[src/rtl/sipo_pkg.sv]
package sipo_pkg;
  localparam int unsigned SIPO_WIDTH_DEFAULT = 8;
  localparam int unsigned SIPO_SYNC_DEFAULT  = 2;
endpackage

[src/rtl/sipo_clr_release.sv]
// Clear conditioner: asserts immediately, releases after STAGES edges.
module sipo_clr_release #(
  parameter int unsigned STAGES = 2
) (
  input  logic clk,
  input  logic clr_n_in,
  output logic live
);
  logic [STAGES-1:0] sync_q;

  always_ff @(posedge clk or negedge clr_n_in) begin
    if (!clr_n_in) sync_q <= '0;
    else           sync_q <= {sync_q[STAGES-2:0], 1'b1};
  end

  assign live = sync_q[STAGES-1];
endmodule

[src/rtl/sipo_shift_chain.sv]
// Shift stages: stage 0 takes the serial bit, the rest move up by one.
module sipo_shift_chain #(
  parameter int unsigned W = 8
) (
  input  logic         clk,
  input  logic         live,
  input  logic         stb,
  input  logic         din,
  output logic [W-1:0] q
);
  always_ff @(posedge clk or negedge live) begin
    if (!live)    q <= '0;
    else if (stb) q <= {q[W-2:0], din};
  end
endmodule

[src/rtl/sipo_hold_reg.sv]
// Parallel hold register loaded from the shift chain on a store strobe.
module sipo_hold_reg #(
  parameter int unsigned W = 8
) (
  input  logic         clk,
  input  logic         live,
  input  logic         load,
  input  logic [W-1:0] d,
  output logic [W-1:0] q
);
  always_ff @(posedge clk or negedge live) begin
    if (!live)     q <= '0;
    else if (load) q <= d;
  end
endmodule

[src/rtl/sipo_latch_top.sv]
module sipo_latch_top #(
  parameter int unsigned W           = sipo_pkg::SIPO_WIDTH_DEFAULT,
  parameter int unsigned SYNC_STAGES = sipo_pkg::SIPO_SYNC_DEFAULT
) (
  input  logic         clk,
  input  logic         shift_clr_n,
  input  logic         store_clr_n,
  input  logic         ser_in,
  input  logic         shift_stb,
  input  logic         store_stb,
  output logic [W-1:0] par_out,
  output logic         casc_out
);
  localparam int unsigned NUM_CLR = 2;
  localparam int unsigned TOP_BIT = W - 1;

  logic [NUM_CLR-1:0] clr_in_n;
  logic [NUM_CLR-1:0] live_vec;
  logic [W-1:0]       shift_bits;

  assign clr_in_n = {store_clr_n, shift_clr_n};

  // index 0: shift chain, index 1: hold register
  for (genvar g = 0; g < NUM_CLR; g++) begin : g_clr
    sipo_clr_release #(.STAGES(SYNC_STAGES)) u_rel (
      .clk      (clk),
      .clr_n_in (clr_in_n[g]),
      .live     (live_vec[g])
    );
  end

  sipo_shift_chain #(.W(W)) u_chain (
    .clk  (clk),
    .live (live_vec[0]),
    .stb  (shift_stb),
    .din  (ser_in),
    .q    (shift_bits)
  );

  sipo_hold_reg #(.W(W)) u_hold (
    .clk  (clk),
    .live (live_vec[1]),
    .load (store_stb),
    .d    (shift_bits),
    .q    (par_out)
  );

  assign casc_out = shift_bits[TOP_BIT];
endmodule

[config.mk]
export PLATFORM = sky130hd
export DESIGN_NAME = sipo_latch_top
export DESIGN_NICKNAME = d
export VERILOG_FILES = /design/src/rtl/sipo_pkg.sv /design/src/rtl/sipo_clr_release.sv /design/src/rtl/sipo_shift_chain.sv /design/src/rtl/sipo_hold_reg.sv /design/src/rtl/sipo_latch_top.sv
export SDC_FILE = /design/constraint.sdc
export NUM_CORES = 1
export LEC_CHECK = 0
export CORE_UTILIZATION = 55
export CTS_BUF_LIST = sky130_fd_sc_hd__clkbuf_4 sky130_fd_sc_hd__clkbuf_8
export DETAILED_ROUTE_END_ITERATION = 10
export PLACE_DENSITY = 0.94
export SLEW_MARGIN = 15
export SYNTH_ARGS = -nofsm -noshare
export SYNTH_HDL_FRONTEND = slang
export SYNTH_SLANG_ARGS = --single-unit
[constraint.sdc]
create_clock -name clk -period 0.8 [get_ports clk]
set_input_delay 0.12 -clock clk [delete_from_list [all_inputs] [get_ports clk]]
set_output_delay 0.12 -clock clk [all_outputs]
set_load 0.02 [all_outputs]
==> results.sh <==
export IMPL_drc_errors=0
export IMPL_synthTopCellsByCount="dfrtp_1, mux2_4, buf_6"
export IMPL_critical_path_startpoint="u_chain.q[7]$_DFFE_PN0P_"
export IMPL_cp_num_cells=1
export IMPL_cts_buffers_inserted=3
export IMPL_yosys_warnings=0
export IMPL_htree_levels=1
export IMPL_slew_violations=0
export IMPL_reg2reg_from="u_hold.q[0]$_DFFE_PN0P_"
export IMPL_vias=409
export IMPL_path_class="flip-flop to output pin"
export IMPL_clk_pin_slew_ns=0.10
export IMPL_drt_vias_per_instance=4.812
export IMPL_overflow=0
export IMPL_reg2reg_depth=2
export IMPL_start_util_pct=58.94
export IMPL_antenna_found_initial=0
export IMPL_tritoncts="done"
export IMPL_fin_worst_skew_ns=0.006167
export IMPL_drtPass1Iterations=3
export IMPL_synthMuxAreaShare_pct=31.32
export IMPL_setup_viol=21
export IMPL_startpoint_type="flip-flop"
export IMPL_synth_cells=39
export IMPL_dp_hpwl_um=914.7
export IMPL_crit_path_end="casc_out"
export IMPL_cp_top_family="flip-flops"
export IMPL_arrival_ns=0.85
export IMPL_layout_drive_gt1_share_pct=71.43
export IMPL_dieWidth_um=39.35
export IMPL_synthSimpleGateAreaFrac_pct=0
export IMPL_placed_area_um2=1006
export IMPL_ys_types=4
export IMPL_syn_area_um2=767.0
export IMPL_wl_per_cell_um=14.28
export IMPL_fmaxAchievable_mhz=1030
export IMPL_synth_enable_flop_cells=0
export IMPL_fp_dieArea_um2=1548
export IMPL_num_rows=13
export IMPL_synth_top_area_share_pct=65.25
export IMPL_worstPathRequired_ns=0.68
export IMPL_grt_pass1_wl_um=1869
export IMPL_fin_crit_ns=0.9713
export IMPL_r2r_slack_ns=-0.13
export IMPL_crit_chain="buf_6"
export IMPL_violations="setup timing"
export IMPL_synthAdderAreaFrac_pct=0
export IMPL_drtAntennaViolNets=0
export IMPL_fin_crit_sh_pct=121.4
export IMPL_die_h_um=39.35
export IMPL_clock_tree_root_cell="clkbuf_4"
export IMPL_antenna_cells=0
export IMPL_syn_to_final_growth_pct=44.21
export IMPL_routabilityCongestion=0.6186
export IMPL_yosysTopAreaCell="dfrtp_1"
export IMPL_io_pins=15
export IMPL_synth_xor_area_share_pct=0
export IMPL_drtIter0Drc=1
export IMPL_nFillCells=62
export IMPL_cp_num_buf_inv=1
export IMPL_status="complete, but fails checks"
export IMPL_grt_pass1_vias=427
export IMPL_critPathMaxStageDelay_ns=0.43
export IMPL_setup_ws_ns=-0.1713
export IMPL_yosysMostFrequentCell="dfrtp_1"
export IMPL_ys_seq_area_share_pct=65.25
export IMPL_wirelength_um=1214
export IMPL_cts_sinks=20
export IMPL_hp_class="flip-flop to asynchronous set/reset pin"
export IMPL_maxCapViolCount=0
export IMPL_synth_compound_area_share_pct=0
export IMPL_grt_usage_pct=19.61
export IMPL_final_area_um2=1106
export IMPL_nNetsFinal=77
export IMPL_end_kind="output pin"
export IMPL_io_buffers=14
export IMPL_powerDensity_nw_per_um2=2964
export IMPL_finalHoldViolCount=0
export IMPL_avgSynthCellArea_um2=19.67
export IMPL_timing_rr_end="u_hold.q[0]$_DFFE_PN0P_"
export IMPL_synth_async_reset_ratio_pct=100.0
export IMPL_vdd_drop_max_uv=1973
export IMPL_synth_seq_cells=20
export IMPL_crit_slowest_cell="dfrtp_2"
export IMPL_grt_max_degree=12
export IMPL_hold_ws_ns=0.1161
export IMPL_synth_flop_cell="dfrtp_1"
export IMPL_synth_area_leaders="dfrtp_1, mux2_4, buf_6, conb_1"
export IMPL_synth_top_family_by_area="multiplexers"
export IMPL_rsz0062_at_grt="true"
export IMPL_leakage_nw=0.5391
export IMPL_insertion_delay_ns=0.29
export IMPL_cp_max_fo=2
export IMPL_coreArea_um2=1301
export IMPL_clockBufferDepth=2
-- placed cells by master, fill, tap and decap left out --
cell	count
conb_1	2
buf_4	4
mux2_4	16
dlygate4sd3_1	2
dfrtp_2	9
clkbuf_4	4
buf_12	1
clkdlybuf4s50_1	3
dfrtp_1	11
buf_6	16
dlygate4sd2_1	2
-- per-layer routing --
metal	vias to the layer above	global-route usage [%]	wire [um]
met3	0	3.409	25
met2	10	33.75	649
met1	207	23.11	539
met4	0	10.34	0
li1	192	-	-
met5	-	0	0
-- registers in the layout, indices dropped and copies added (netlist names) --
register	flops
u_chain.q	8
u_hold.q	8
g_clr.u_rel.sync_q	4
-- how the worst min path moves through the flow --
stage                                             startpoint                                 end  slack (ns)  cells after the start
after floorplan                                  shift_clr_n  g_clr[0].u_rel.sync_q[0]$_DFF_PN0_       -0.18                      0
after global placement    g_clr[1].u_rel.sync_q[1]$_DFF_PN0_             u_hold.q[5]$_DFFE_PN0P_        0.11                      0
after detailed placement  g_clr[0].u_rel.sync_q[1]$_DFF_PN0_            u_chain.q[6]$_DFFE_PN0P_        0.12                      0
after CTS                 g_clr[0].u_rel.sync_q[1]$_DFF_PN0_            u_chain.q[4]$_DFFE_PN0P_        0.12                      0
after global routing      g_clr[1].u_rel.sync_q[1]$_DFF_PN0_             u_hold.q[2]$_DFFE_PN0P_        0.13                      0
final                     g_clr[0].u_rel.sync_q[1]$_DFF_PN0_            u_chain.q[2]$_DFFE_PN0P_        0.12                      0
-- report_power, final --
part / internal [W] / switching (W) / total (W)
clock network: 0.000227 / 0.000264 / 0.000491
registers: 0.00128 / 0.000234 / 0.00152
logic: 0.000866 / 0.000402 / 0.00127
-- logic make-up after synthesis --
logic type             after synthesis
buffers and inverters                2
flip-flops                          20
multiplexers                        16
other                                1
-- layout make-up --
cell class              instances  area [um^2]  share of cell area [%]
clock buffers                   4        30.03                   2.715
multi-input cells              18        247.7                   22.40
flip-flops and latches         20        511.7                   46.27
well taps                      15        18.77                   1.697
repair buffers                 28        297.8                   26.92
-- through the flow --
stage | utilization (%) | std cells | setup slack (ns) | power (W) | setup TNS (ns)
3_5_place_dp | 77.31 | 77 | -0.4239 | 0.002624 | -8.813
3_3_place_gp | 77.31 | 77 | -0.3886 | 0.002578 | -8.167
5_1_grt | 85.00 | 85 | -0.2166 | 0.003450 | -3.146
2_1_floorplan | - | 40 | -0.02903 | 0.002018 | -0.2070
6_report | 85.00 | 85 | -0.1713 | 0.003278 | -2.497
4_1_cts | 85.00 | 85 | -0.1873 | 0.003303 | -2.625
-- what timing repair did --
item,in CTS,in global routing
setup endpoints to repair,25,24
hold endpoints to repair,4,0
gates resized for setup,63,0
pin swaps,0,0
hold buffers,2,0
setup buffers,2,0
No activity file was read; power rests on OpenSTA's default activity.
